**src/rtl/fsa_pkg.sv**
```systemverilog
package fsa_pkg;

    typedef enum logic [2:0] {
        OP_GET   = 3'd0,
        OP_PUT   = 3'd1,
        OP_PIN   = 3'd2,
        OP_UNPIN = 3'd3,
        OP_MARK  = 3'd4
    } fsa_op_e;

    typedef enum logic [2:0] {
        RC_OK        = 3'd0,
        RC_BUSY      = 3'd1,
        RC_DEADLOCK  = 3'd2,
        RC_RETRY     = 3'd3,
        RC_UNDERFLOW = 3'd4
    } fsa_rc_e;

    typedef struct packed {
        fsa_rc_e code;
        logic    fence;
        logic    prog;
        logic    evict;
    } fsa_flags_t;

    // Failure code when every slot is held by a pin.
    function automatic fsa_rc_e starve_code(input logic flip);
        return flip ? RC_RETRY : RC_DEADLOCK;
    endfunction

endpackage

```
**src/rtl/fsa_lookup.sv**
```systemverilog
// Combinational scan of the slot table: owner hit, lowest empty slot,
// oldest unpinned occupied slot.
module fsa_lookup #(
    parameter int N      = 4,
    parameter int OBJ_W  = 8,
    parameter int PIN_W  = 3,
    parameter int SLOT_W = 2
) (
    input  logic [N-1:0]      occ,
    input  logic [OBJ_W-1:0]  owner [N],
    input  logic [PIN_W-1:0]  pins  [N],
    input  logic [SLOT_W-1:0] age   [N],
    input  logic [OBJ_W-1:0]  obj,
    output logic              hit,
    output logic [SLOT_W-1:0] hit_idx,
    output logic              free_found,
    output logic [SLOT_W-1:0] free_idx,
    output logic              vict_found,
    output logic [SLOT_W-1:0] vict_idx
);
    logic [SLOT_W-1:0] best_age;

    always_comb begin
        hit        = 1'b0;
        hit_idx    = '0;
        free_found = 1'b0;
        free_idx   = '0;
        vict_found = 1'b0;
        vict_idx   = '0;
        best_age   = '0;
        for (int i = N - 1; i >= 0; i--) begin
            if (!occ[i]) begin
                free_found = 1'b1;
                free_idx   = SLOT_W'(i);
            end
        end
        for (int i = 0; i < N; i++) begin
            if (occ[i] && owner[i] == obj) begin
                hit     = 1'b1;
                hit_idx = SLOT_W'(i);
            end
            if (occ[i] && pins[i] == '0 && (!vict_found || age[i] > best_age)) begin
                vict_found = 1'b1;
                vict_idx   = SLOT_W'(i);
                best_age   = age[i];
            end
        end
    end
endmodule

```
**src/rtl/fsa_recency.sv**
```systemverilog
// Per-slot age counters: 0 is most recent, occupied slots hold distinct ages.
module fsa_recency #(
    parameter int N      = 4,
    parameter int SLOT_W = 2
) (
    input  logic              clk,
    input  logic              rst,
    input  logic [N-1:0]      occ,
    input  logic              touch,
    input  logic              touch_fresh,
    input  logic [SLOT_W-1:0] touch_idx,
    input  logic              drop,
    input  logic [SLOT_W-1:0] drop_idx,
    output logic [SLOT_W-1:0] age [N]
);
    always_ff @(posedge clk) begin
        if (rst) begin
            for (int j = 0; j < N; j++) age[j] <= '0;
        end else if (touch) begin
            for (int j = 0; j < N; j++) begin
                if (SLOT_W'(j) == touch_idx)
                    age[j] <= '0;
                else if (occ[j] && (touch_fresh || age[j] < age[touch_idx]))
                    age[j] <= age[j] + 1'b1;
            end
        end else if (drop) begin
            for (int j = 0; j < N; j++) begin
                if (SLOT_W'(j) == drop_idx)
                    age[j] <= '0;
                else if (occ[j] && age[j] > age[drop_idx])
                    age[j] <= age[j] - 1'b1;
            end
        end
    end
endmodule

```
**src/rtl/fence_slot_alloc.sv**
```systemverilog
module fence_slot_alloc
    import fsa_pkg::*;
#(
    parameter int NUM_SLOTS = 4,
    parameter int OBJ_W     = 8,
    parameter int PIN_W     = 3,
    localparam int SLOT_W   = (NUM_SLOTS > 1) ? $clog2(NUM_SLOTS) : 1
) (
    input  logic              clk,
    input  logic              rst,
    input  logic              cmd_valid,
    input  logic [2:0]        cmd_op,
    input  logic [OBJ_W-1:0]  cmd_obj,
    input  logic              cmd_tiled,
    input  logic              flip_pending,
    output logic              rsp_done,
    output logic [2:0]        rsp_code,
    output logic [SLOT_W-1:0] rsp_slot,
    output logic              rsp_fence,
    output logic              rsp_prog,
    output logic              rsp_evict,
    output logic [OBJ_W-1:0]  rsp_victim
);
    localparam logic [PIN_W-1:0] PIN_MAX = {PIN_W{1'b1}};

    logic [NUM_SLOTS-1:0] occ_q, dirty_q;
    logic [OBJ_W-1:0]     own_q [NUM_SLOTS];
    logic [PIN_W-1:0]     pin_q [NUM_SLOTS];
    logic [SLOT_W-1:0]    age   [NUM_SLOTS];

    logic              hit, free_found, vict_found;
    logic [SLOT_W-1:0] hit_idx, free_idx, vict_idx;

    fsa_flags_t        nf;
    logic [SLOT_W-1:0] n_slot;
    logic [OBJ_W-1:0]  n_victim;
    logic              claim, rel, pin_up, pin_dn, dset, dclr;
    logic              touch, touch_fresh;
    logic [SLOT_W-1:0] claim_idx, touch_idx;

    fsa_lookup #(.N(NUM_SLOTS), .OBJ_W(OBJ_W), .PIN_W(PIN_W), .SLOT_W(SLOT_W)) u_lookup (
        .occ(occ_q), .owner(own_q), .pins(pin_q), .age(age), .obj(cmd_obj),
        .hit(hit), .hit_idx(hit_idx), .free_found(free_found), .free_idx(free_idx),
        .vict_found(vict_found), .vict_idx(vict_idx)
    );

    fsa_recency #(.N(NUM_SLOTS), .SLOT_W(SLOT_W)) u_recency (
        .clk(clk), .rst(rst), .occ(occ_q),
        .touch(touch), .touch_fresh(touch_fresh), .touch_idx(touch_idx),
        .drop(rel), .drop_idx(hit_idx), .age(age)
    );

    always_comb begin
        nf          = '{code: RC_OK, fence: 1'b0, prog: 1'b0, evict: 1'b0};
        n_slot      = '0;
        n_victim    = '0;
        claim       = 1'b0;
        claim_idx   = '0;
        rel         = 1'b0;
        pin_up      = 1'b0;
        pin_dn      = 1'b0;
        dset        = 1'b0;
        dclr        = 1'b0;
        touch       = 1'b0;
        touch_fresh = 1'b0;
        touch_idx   = '0;
        if (cmd_valid) begin
            case (fsa_op_e'(cmd_op))
                OP_GET: begin
                    if (hit) begin
                        n_slot = hit_idx;
                        if (!dirty_q[hit_idx] || cmd_tiled) begin
                            touch     = 1'b1;
                            touch_idx = hit_idx;
                            nf.fence  = 1'b1;
                            nf.prog   = dirty_q[hit_idx];
                            dclr      = dirty_q[hit_idx];
                        end else begin
                            rel     = 1'b1;
                            nf.prog = 1'b1;
                        end
                    end else if (cmd_tiled) begin
                        if (free_found || vict_found) begin
                            claim       = 1'b1;
                            claim_idx   = free_found ? free_idx : vict_idx;
                            touch       = 1'b1;
                            touch_fresh = free_found;
                            touch_idx   = claim_idx;
                            n_slot      = claim_idx;
                            nf.fence    = 1'b1;
                            nf.prog     = 1'b1;
                            nf.evict    = !free_found;
                            n_victim    = free_found ? '0 : own_q[vict_idx];
                        end else begin
                            nf.code = starve_code(flip_pending);
                        end
                    end
                end
                OP_PUT: begin
                    if (hit) begin
                        n_slot = hit_idx;
                        if (pin_q[hit_idx] != '0) begin
                            nf.code  = RC_BUSY;
                            nf.fence = 1'b1;
                        end else begin
                            rel     = 1'b1;
                            nf.prog = 1'b1;
                        end
                    end
                end
                OP_PIN: begin
                    if (hit) begin
                        n_slot   = hit_idx;
                        nf.fence = 1'b1;
                        if (pin_q[hit_idx] == PIN_MAX) nf.code = RC_BUSY;
                        else                           pin_up  = 1'b1;
                    end
                end
                OP_UNPIN: begin
                    if (hit) begin
                        n_slot   = hit_idx;
                        nf.fence = 1'b1;
                        if (pin_q[hit_idx] == '0) nf.code = RC_UNDERFLOW;
                        else                      pin_dn  = 1'b1;
                    end
                end
                OP_MARK: begin
                    if (hit) begin
                        n_slot   = hit_idx;
                        nf.fence = 1'b1;
                        dset     = 1'b1;
                    end
                end
                default: ;
            endcase
        end
    end

    always_ff @(posedge clk) begin
        if (rst) begin
            occ_q      <= '0;
            dirty_q    <= '0;
            for (int j = 0; j < NUM_SLOTS; j++) begin
                own_q[j] <= '0;
                pin_q[j] <= '0;
            end
            rsp_done   <= 1'b0;
            rsp_code   <= '0;
            rsp_slot   <= '0;
            rsp_fence  <= 1'b0;
            rsp_prog   <= 1'b0;
            rsp_evict  <= 1'b0;
            rsp_victim <= '0;
        end else begin
            if (claim) begin
                occ_q[claim_idx]   <= 1'b1;
                own_q[claim_idx]   <= cmd_obj;
                pin_q[claim_idx]   <= '0;
                dirty_q[claim_idx] <= 1'b0;
            end
            if (rel) begin
                occ_q[hit_idx]   <= 1'b0;
                dirty_q[hit_idx] <= 1'b0;
            end
            if (pin_up) pin_q[hit_idx]   <= pin_q[hit_idx] + 1'b1;
            if (pin_dn) pin_q[hit_idx]   <= pin_q[hit_idx] - 1'b1;
            if (dset)   dirty_q[hit_idx] <= 1'b1;
            if (dclr)   dirty_q[hit_idx] <= 1'b0;
            rsp_done   <= cmd_valid;
            rsp_code   <= nf.code;
            rsp_slot   <= n_slot;
            rsp_fence  <= nf.fence;
            rsp_prog   <= nf.prog;
            rsp_evict  <= nf.evict;
            rsp_victim <= n_victim;
        end
    end
endmodule

```
**config.mk**
```make
export PLATFORM = sky130hd
export DESIGN_NAME = fence_slot_alloc
export DESIGN_NICKNAME = d
export VERILOG_FILES = /design/src/rtl/fsa_pkg.sv /design/src/rtl/fsa_lookup.sv /design/src/rtl/fsa_recency.sv /design/src/rtl/fence_slot_alloc.sv
export SDC_FILE = /design/constraint.sdc
export NUM_CORES = 1
export LEC_CHECK = 0
export BUFFER_PORTS_ARGS = -buffer_cell sky130_fd_sc_hd__buf_2
export CAP_MARGIN = 10
export CELL_PAD_IN_SITES_DETAIL_PLACEMENT = 1
export CELL_PAD_IN_SITES_GLOBAL_PLACEMENT = 1
export CORE_MARGIN = 2
export CORE_UTILIZATION = 51
export CTS_BUF_LIST = sky130_fd_sc_hd__clkbuf_4
export CTS_CLUSTER_SIZE = 12
export DETAILED_ROUTE_END_ITERATION = 10
export PLACE_DENSITY = 0.92
export REMOVE_ABC_BUFFERS = 1
export SYNTH_ARGS = -nofsm -noshare
export SYNTH_HDL_FRONTEND = slang
export SYNTH_SLANG_ARGS = --single-unit
```
**constraint.sdc**
```tcl
create_clock -name clk -period 9.67 [get_ports clk]
set_input_delay 0.967 -clock clk [delete_from_list [all_inputs] [get_ports clk]]
set_output_delay 0.967 -clock clk [all_outputs]
set_load 0.03 [all_outputs]
```
==> results of run 1 <==
sequential cells by signal, indices dropped and copies added, names as in the netlist, 2 cells and up:
register and cells:
own_q 32, pin_q 12, rsp_victim 8, u_recency.age 8, dirty_q 4, occ_q 4
rsp_code 3, rsp_slot 2
layout make-up:
class / instances / share of cell area (%)
Multi-Input combinational cell: 493 / 60.3
Timing Repair Buffer: 39 / 3.95
Clock inverter: 7 / 0.930
Inverter: 26 / 1.81
Tap cell: 133 / 3.09
Sequential cell: 77 / 28.6
Clock buffer: 9 / 1.26
metal layers:
layer  wire length [um]  share of wire (%)  vias to the layer above
met5                  0                  0                        -
met4                752                4.4                        0
met3               1220                7.2                       67
met2               8010                 47                      232
met1               6920                 41                     2496
li1                   -                  -                     2337
worst max-delay path by stage:
stage	end	slack, ns	depth (start not counted)
2_1_floorplan	u_recency.age[7]	2.89	25
3_3_place_gp	u_recency.age[7]	2.88	26
3_5_place_dp	u_recency.age[7]	2.21	26
4_1_cts	u_recency.age[7]	2.06	26
5_1_grt	u_recency.age[7]	1.23	26
6_report	u_recency.age[7]	1.87	26
worst max-delay path, stage by stage, from the launching register on:
cell and delay (ns):
dfxtp_1 0.43, nor4b_1 0.83, nand2_1 0.23, ha_1 0.36, nor2b_1 0.17, o21ai_0 0.13
a21oi_1 0.56, mux2_2 0.43, ha_1 0.19, nor2b_1 0.18, a2bb2oi_1 0.27, o21ai_1 0.11
buf_4 0.24, nand2_1 0.09, o21ai_0 0.11, ha_1 0.33, nor2b_1 0.13, a2bb2oi_1 0.13
o21bai_1 0.28, a31o_2 0.22, a21oi_2 0.08, a32oi_1 0.79, o21ai_0 0.36, maj3_2 0.38
a221oi_2 0.32, mux2i_1 0.22, nor2_1 0.05
power breakdown:
part | leakage (nW) | switching, mW | internal (mW)
combinational | 1.36 | 0.0260 | 0.0135
clock | 0.0656 | 0.137 | 0.0541
sequential | 0.621 | 0.00208 | 0.319
total | 2.05 | 0.165 | 0.386
cell families (layout without fill, tap and decap cells):
kind of cell | after synthesis | after routing | synth area share, %
compound gates | 163 | 163 | 21.4
xor+xnor | 33 | 33 | 5.81
fa+ha+maj | 19 | 19 | 4.63
buf+inv | 72 | 81 | 6.54
flops | 77 | 77 | 30.2
mux | 51 | 51 | 10.1
simple gates | 227 | 227 | 21.3
cells in the final DEF (no fill, tap or decap), types with 4 or more instances in the layout:
cell type	netlist	routed
and2_1	4	4
mux2i_1	48	48
and3_1	4	4
o21ai_0	25	24
a211oi_1	16	16
buf_4	3	7
a21oi_1	46	46
xor2_1	8	8
inv_1	26	26
nand3_1	14	14
nand2b_1	7	7
nor2_1	85	85
nor4_1	5	5
nor4b_1	6	5
o211ai_1	5	5
o22ai_1	8	8
a31oi_1	6	6
dfxtp_1	77	77
a221oi_1	15	15
nor2b_1	8	8
clkbuf_4	0	9
nand4_1	12	12
buf_2	6	32
a21o_1	6	6
ha_1	18	18
xnor2_1	24	24
nand2_1	48	48
nor3_1	21	21
==> impl_metrics.json, run 1 <==
{
  "area_delta_synth_final_pct": 5.39,
  "setup-violations-final": 0,
  "dr.pass1.iters": 5,
  "vias_per_cell": 6.55,
  "num_antenna_cells": 0,
  "hold_violations": 0,
  "crit_type": "flip-flop to flip-flop",
  "r2r-start": "occ_q[0]",
  "setup_slack_ns": 1.87,
  "r2r_slack_ns": 1.87,
  "cts_hold_buf": 0,
  "hold_ws_ns": 0.515,
  "status": "complete, no violations",
  "cts-root-buf": "clkbuf_4",
  "max_slew_margin_pct": 26.6,
  "drive_above_1_share_pct": 10.8,
  "power_uw": 551,
  "synth.distinct_cells": 65,
  "core_um2": 9730,
  "syn_area_um2": 5110,
  "fp.dieH_um": 104,
  "final_area_um2": 5380,
  "yosysMostFrequentCell": "nor2_1",
  "grt_use_met2_pct": 52.8,
  "total_leakage_power_nw": 2.05,
  "hpwl_um": 12000,
  "synth_seq_area_share_pct": 30.2,
  "placed_cell_area_um2": 5260,
  "seq_area_um2": 1540,
  "max_freq_ghz": 0.128,
  "grt_use_met1_pct": 39.8,
  "synthCells": 642,
  "hold_path.class": "flip-flop to flip-flop",
  "cp-end-kind": "flip-flop",
  "fin_crit_ns": 7.80,
  "dp_slack_ns": 2.21,
  "cp-startpoint": "occ_q[0]",
  "worstRegToRegCells": 26,
  "post-route-drc-count": 0,
  "worstPathArrival_ns": 8.12,
  "yosysWarnings": 0,
  "dp.cells": 768,
  "clk_latency_ns": 0.48,
  "initial_core_util_pct": 52.5,
  "grt.busiest_layer": "met2",
  "nNetsFinal": 680,
  "numPortBuffers": 32,
  "cts-htree-levels": 3,
  "ios": 33,
  "vias": 5132,
  "worst-path-max-fanout": 20,
  "grtUsageTotal_pct": 31.8,
  "ant_nets": 0,
  "rsz0062_at_grt": "no",
  "hp-start": "dirty_q[0]",
  "final_util_pct": 55.3,
  "cts_made_buffers": 9,
  "fin_crit_sh_pct": 80.6,
  "async_flop_share_pct": 0,
  "synth_top_area_cell": "dfxtp_1",
  "cts_setup_buffers": 0,
  "syn_avg_cell_area_um2": 7.95,
  "yosys-top-cells-count": "nor2_1 (85), dfxtp_1 (77), mux2i_1 (48), nand2_1 (48), a21oi_1 (46)",
  "whs_path_depth": 2,
  "place.gp.congestion": 0.960,
  "clk_transition_reported_paths_ns": 0.15,
  "multi_input_area_um2": 3250,
  "ys_ff_latch": 77,
  "clock_sinks": 77,
  "rows": 36,
  "ys.flop_type": "dfxtp_1",
  "slew_violations": 0,
  "die-area_um2": 10800,
  "worst_pin_slew_ns": 1.10,
  "fin_cells": 784,
  "power_density_nw_per_um2": 102,
  "required_ns": 10.00,
  "grt.overflow.total": 0,
  "vdd_drop_max_mv": 0.0961,
  "nFillCells": 1244,
  "maxCapViolCount": 0,
  "r2r_end": "u_recency.age[7]",
  "use_met3_pct": 7.14,
  "grt_first_pass_wirelength_um": 27500,
  "cts_tree": "done",
  "cts.path.max_buffers": 2,
  "cts_resized": 0,
  "synth_top_area_share_pct": 30.2,
  "skew_ns": 0.0312,
  "final.setup.tns_ns": 0,
  "startpoint_type": "flip-flop",
  "drt_iter0_markers": 335,
  "grt_max_degree": 66,
  "avgRoutedWirePerCell_um": 21.6,
  "synth_edf_count": 0,
  "synth_area_leaders": "dfxtp_1 (30%), mux2i_1 (9.4%), nor2_1 (6.2%)",
  "grt_pass1_vias": 5116,
  "wirelength_um": 16900,
  "min_to": "dirty_q[0]",
  "die_w_um": 104,
  "antenna_found_initial": 0
}
Note: power is estimated with default switching activity, not from simulation.
==> inputs of run 2 (changes only) <==
Settings changed: ABC_AREA set to 1, CORE_UTILIZATION 51 to 41, PLACE_DENSITY 0.92 to 0.83.
Clock period 9.67 ns to 6.37 ns, I/O delays scaled along.
==> impl_metrics.json, run 2 <==
{
  "cts_made_buffers": 9,
  "worstPathArrival_ns": 5.98,
  "synth_top_area_cell": "dfxtp_1",
  "clk_transition_reported_paths_ns": 0.15,
  "max_freq_ghz": 0.179,
  "vias_per_cell": 5.55,
  "r2r_slack_ns": 0.79,
  "synth_top_family_by_area": "simple AND/OR/NAND/NOR gates",
  "synth.distinct_cells": 47,
  "synth_edf_count": 0,
  "hold_path.class": "input port to flip-flop",
  "skew_ns": 0.0352,
  "async_flop_share_pct": 0,
  "die-area_um2": 13900,
  "reg_top3": "own_q (32), pin_q (12)",
  "area_delta_synth_final_pct": 8.87,
  "yosys.area_share.simple_pct": 32.5,
  "antenna_found_initial": 0,
  "clk_latency_ns": 0.49,
  "cts-root-buf": "clkbuf_4",
  "startpoint_type": "flip-flop",
  "fin_crit_sh_pct": 87.5,
  "slew_violations": 0,
  "grt.overflow.total": 0,
  "fp.dieH_um": 118,
  "path_delay_family": "simple AND/OR/NAND/NOR gates",
  "numPortBuffers": 32,
  "cp-end-kind": "flip-flop",
  "hp-start": "flip_pending",
  "ios": 33,
  "cp-startpoint": "occ_q[0]",
  "syn_avg_cell_area_um2": 6.41,
  "synthCells": 827,
  "cts.path.max_buffers": 2,
  "mostFrequentLayoutCells": "nand2_1 (182), inv_1 (104), a21oi_1 (92), nor2_1 (81), o21ai_0 (79)",
  "post-route-drc-count": 0,
  "yosysWarnings": 0,
  "grt_max_degree": 50,
  "maxCapViolCount": 0,
  "final_area_um2": 5770,
  "vdd_drop_max_mv": 0.104,
  "cpPeakStageDelay_ns": 0.51,
  "power_density_nw_per_um2": 161,
  "cp_num_buf_inv": 5,
  "wirelength_um": 18600,
  "crit_type": "flip-flop to flip-flop",
  "synth_area_leaders": "dfxtp_1 (29%), nand2_1 (13%), a21oi_1 (8.7%)",
  "synth_xor_area_share_pct": 1.65,
  "avgRoutedWirePerCell_um": 18.1,
  "total_leakage_power_nw": 2.53,
  "syn_area_um2": 5300,
  "core_um2": 12600,
  "largest_reg_flops": 32,
  "worstRegToRegCells": 42,
  "r2r-start": "occ_q[0]",
  "final_util_pct": 45.8,
  "initial_core_util_pct": 42.0,
  "ys.flop_type": "dfxtp_1",
  "ys_ff_latch": 77,
  "hold_ws_ns": 0.376,
  "dr.pass1.iters": 5,
  "place.gp.congestion": 0.934,
  "grt_pass1_vias": 5979,
  "worst-path-max-fanout": 12,
  "cts_tree": "done",
  "hold_violations": 0,
  "yosys-top-cells-count": "nand2_1 (182), inv_1 (105), a21oi_1 (92)",
  "drive_above_1_share_pct": 12.7,
  "synthMuxAreaShare_pct": 0,
  "placed_cell_area_um2": 5600,
  "cts_resized": 0,
  "yosysMostFrequentCell": "nand2_1",
  "synth_seq_area_share_pct": 29.1,
  "final.setup.tns_ns": 0,
  "synth_top_area_share_pct": 29.1,
  "top_register": "own_q",
  "grtUsageTotal_pct": 27.2,
  "worst_pin_slew_ns": 0.879,
  "fin_crit_ns": 5.58,
  "vias": 5728,
  "hpwl_um": 14100,
  "max_slew_margin_pct": 41.3,
  "power_uw": 929,
  "die_w_um": 118,
  "clock_sinks": 77,
  "cts_hold_buf": 0,
  "rows": 41,
  "drt_iter0_markers": 326,
  "cts_setup_buffers": 0,
  "layout_commonest_cell": "nand2_1",
  "status": "complete, no violations",
  "rsz0062_at_grt": "no",
  "yosys.area_share.adder_pct": 4.25,
  "crit_top_cell": "nand2_1",
  "path_depth": 42,
  "cp_slowest_cell": "dfxtp_1",
  "worstSetupEndpoint": "u_recency.age[2]",
  "required_ns": 6.78,
  "ant_nets": 0,
  "nNetsFinal": 888,
  "cts-htree-levels": 3,
  "synth-compound-area-share_pct": 21.8,
  "grt_first_pass_wirelength_um": 30100,
  "setup-violations-final": 0,
  "r2r_end": "u_recency.age[2]"
}
[run 2: changes by cell type after synthesis, moves of 35 or more]
cell	before	now
a21oi_1	46	92
o21ai_0	25	79
inv_1	26	105
nand2_1	48	182
mux2i_1	48	0
nand3_1	14	49
[run 2: logic make-up (layout without fill, tap and decap cells)]
| group | after synthesis | after routing |
|---|---|---|
| fa+ha+maj | 18 | 18 |
| buf+inv | 142 | 174 |
| simple gates | 371 | 371 |
| flops | 77 | 77 |
| other cells | 0 | 1 |
| xor+xnor | 10 | 10 |
| compound gates | 209 | 209 |
[run 2: metrics by stage]
step                worst slack [ns]  instances
finish                         0.793       1032
CTS                            0.893       1031
floorplan                       1.96        807
global route                  0.0871       1031
global placement                1.31       1015
detailed placement             0.918       1015
[run 2: worst min path at each step]
| stage | cells past startpoint | slack [ns] | endpoint |
|---|---|---|---|
| floorplan | 2 | 0.46 | dirty_q[0] |
| global placement | 2 | 0.47 | dirty_q[0] |
| detailed placement | 2 | 0.50 | dirty_q[0] |
| CTS | 2 | 0.35 | rsp_code[0] |
| global route | 2 | 0.34 | rsp_code[0] |
| finish | 2 | 0.38 | rsp_code[0] |
[run 2: area by class of cell]
| type | instances | area [um2] |
|---|---|---|
| diodes | 1 | 2.50 |
| clock buffers | 10 | 75.1 |
| clock inverters | 6 | 95.1 |
| fillers | 1754 | 6850 |
| inverters | 122 | 463 |
| multi-input cells | 608 | 3190 |
| flip-flops and latches | 77 | 1540 |
| well taps | 172 | 215 |
| repair buffers | 36 | 190 |
[run 2: layer usage]
metal,up-vias,share of wire [%],GRT usage [%]
li1,2782,-,-
met1,2762,42,32.4
met2,143,50,47.8
met3,41,4.8,5.28
met4,0,3.1,10.8
met5,-,0,0
[run 2: where the power goes]
group          internal, mW  switching, mW
Combinational        0.0211         0.0512
Sequential            0.484        0.00223
Clock                 0.167          0.203
Total                 0.672          0.256
==> inputs of run 3 (changes only) <==
Settings changed: CORE_ASPECT_RATIO set to 0.7.
==> impl_metrics.json, run 3 (synthesis gave the netlist of run 2 again) <==
{
  "status": "complete, no violations",
  "clock_sinks": 77,
  "multi_input_area_um2": 3190,
  "vdd_drop_max_mv": 0.0721,
  "grt_first_pass_wirelength_um": 32000,
  "largest_reg_flops": 32,
  "final_util_pct": 45.7,
  "cts_tree": "done",
  "cts-root-buf": "clkbuf_4",
  "fp.dieH_um": 99.2,
  "mostFrequentLayoutCells": "nand2_1 (182), inv_1 (104), a21oi_1 (92), nor2_1 (81), o21ai_0 (79)",
  "power_frac_seq_pct": 55.6,
  "drt_iter0_markers": 524,
  "min_to": "rsp_code[0]",
  "whs_path_depth": 2,
  "clk_transition_reported_paths_ns": 0.13,
  "net-switching-power_uw": 251,
  "hp-start": "flip_pending",
  "power_uw": 873,
  "cpPeakStageDelay_ns": 0.46,
  "worst_pin_slew_ns": 0.877,
  "post-route-drc-count": 0,
  "switching_share_pct": 28.7,
  "hold_path.class": "input port to flip-flop",
  "cts_setup_buffers": 0,
  "skew_ns": 0.0189,
  "rows": 34,
  "grt_max_degree": 48,
  "rsz0062_at_grt": "no",
  "fin_crit_sh_pct": 87.4,
  "layout_commonest_cell": "nand2_1",
  "cts-htree-levels": 3,
  "crit_top_cell": "nand2_1",
  "top_layer_used": "met4",
  "numPortBuffers": 32,
  "cp_slowest_cell": "dfxtp_1",
  "drive_above_1_share_pct": 12.6,
  "wirelength_um": 20000,
  "antenna_found_initial": 0,
  "cts_hold_buf": 0,
  "cts_made_buffers": 9,
  "vias": 5892,
  "hold_violations": 0,
  "num_antenna_cells": 0,
  "reg_top3": "own_q (32), pin_q (12)",
  "power_frac_clock_pct": 35.8,
  "dr.pass1.iters": 5,
  "ios": 33,
  "required_ns": 6.73,
  "worst-path-max-fanout": 12,
  "grtUsageTotal_pct": 29.5,
  "wl_met2_um": 8240,
  "grt_pass1_vias": 5851,
  "worstPathArrival_ns": 5.93,
  "crit_type": "flip-flop to flip-flop",
  "max_slew_margin_pct": 41.5,
  "die-area_um2": 13900,
  "final.setup.tns_ns": 0,
  "vias_per_cell": 5.77,
  "wl_met3_um": 1960,
  "seq_area_um2": 1540,
  "p_int_uw": 622,
  "setup-violations-final": 0,
  "clk_latency_ns": 0.46,
  "nNetsFinal": 888,
  "r2r_end": "u_recency.age[5]",
  "r2r_slack_ns": 0.80,
  "power_density_nw_per_um2": 153,
  "m1WireLength_um": 9480,
  "ant_nets": 0,
  "grt.overflow.total": 0,
  "area_delta_synth_final_pct": 7.88,
  "startpoint_type": "flip-flop",
  "cp-end-kind": "flip-flop",
  "r2r-start": "occ_q[0]",
  "total_leakage_power_nw": 2.51,
  "core_um2": 12500,
  "worstRegToRegCells": 43,
  "nFillCells": 1754,
  "die_w_um": 140,
  "fin_crit_ns": 5.57,
  "avgRoutedWirePerCell_um": 19.5,
  "place.gp.congestion": 1.02,
  "max_freq_ghz": 0.180,
  "initial_core_util_pct": 42.4,
  "cts_resized": 0,
  "top_register": "own_q",
  "hpwl_um": 15600,
  "maxCapViolCount": 0,
  "p_comb_share_pct": 8.5,
  "cts.path.max_buffers": 2,
  "slew_violations": 0
}
[run 3: worst max-delay path by stage]
stage | from | end | slack (ns) | cells after the start
after floorplan | occ_q[0] | u_recency.age[7] | 1.96 | 41
after global placement | occ_q[0] | u_recency.age[2] | 1.34 | 43
after global routing | occ_q[0] | u_recency.age[2] | 0.16 | 42
final | occ_q[0] | u_recency.age[5] | 0.80 | 43
after CTS | occ_q[0] | u_recency.age[5] | 0.90 | 43
after detailed placement | occ_q[0] | u_recency.age[2] | 0.94 | 41
[run 3: area by class of cell]
| cell class | count | area share (%) |
|---|---|---|
| Timing Repair Buffer | 36 | 3.32 |
| Sequential cell | 77 | 26.9 |
| Inverter | 122 | 8.09 |
| Multi-Input combinational cell | 608 | 55.8 |
| Clock inverter | 7 | 1.14 |
| Clock buffer | 9 | 1.18 |
| Tap cell | 162 | 3.54 |
[run 3: worst max-delay path, delay by kind of cell (launching register included)]
family,cells,cell delay (ns)
AO/OA/AOI/OAI,6,0.86
adder cells (fa/ha/maj),3,0.92
flip-flops,1,0.46
AND/OR/NAND/NOR,28,2.88
buffers and inverters,6,0.35
[run 3: power groups by stage]
stage               Sequential, mW  Combinational, mW  Clock [mW]
finish                       0.486             0.0745       0.313
detailed placement           0.496             0.0724           0
global placement             0.496             0.0695           0
CTS                          0.486             0.0729       0.314
global route                 0.486             0.0824       0.334
floorplan                    0.496             0.0423           0
[run 3: per-layer routing]
| layer | vias up | global-route usage (%) |
|---|---|---|
| met1 | 2862 | 43.2 |
| li1 | 2782 | - |
| met5 | - | 0 |
| met3 | 25 | 6.98 |
| met4 | 0 | 6.31 |
| met2 | 223 | 44.4 |
[run 3: stage by stage]
stage	instance area [um2]	std cells	hold WS, ns	setup slack [ns]
after global routing	5720	1021	0.388	0.164
after detailed placement	5590	1005	0.482	0.940
after global placement	5590	1005	0.476	1.34
final	5720	1021	0.388	0.803
after floorplan	5200	807	0.458	1.96
after CTS	5720	1021	0.381	0.904
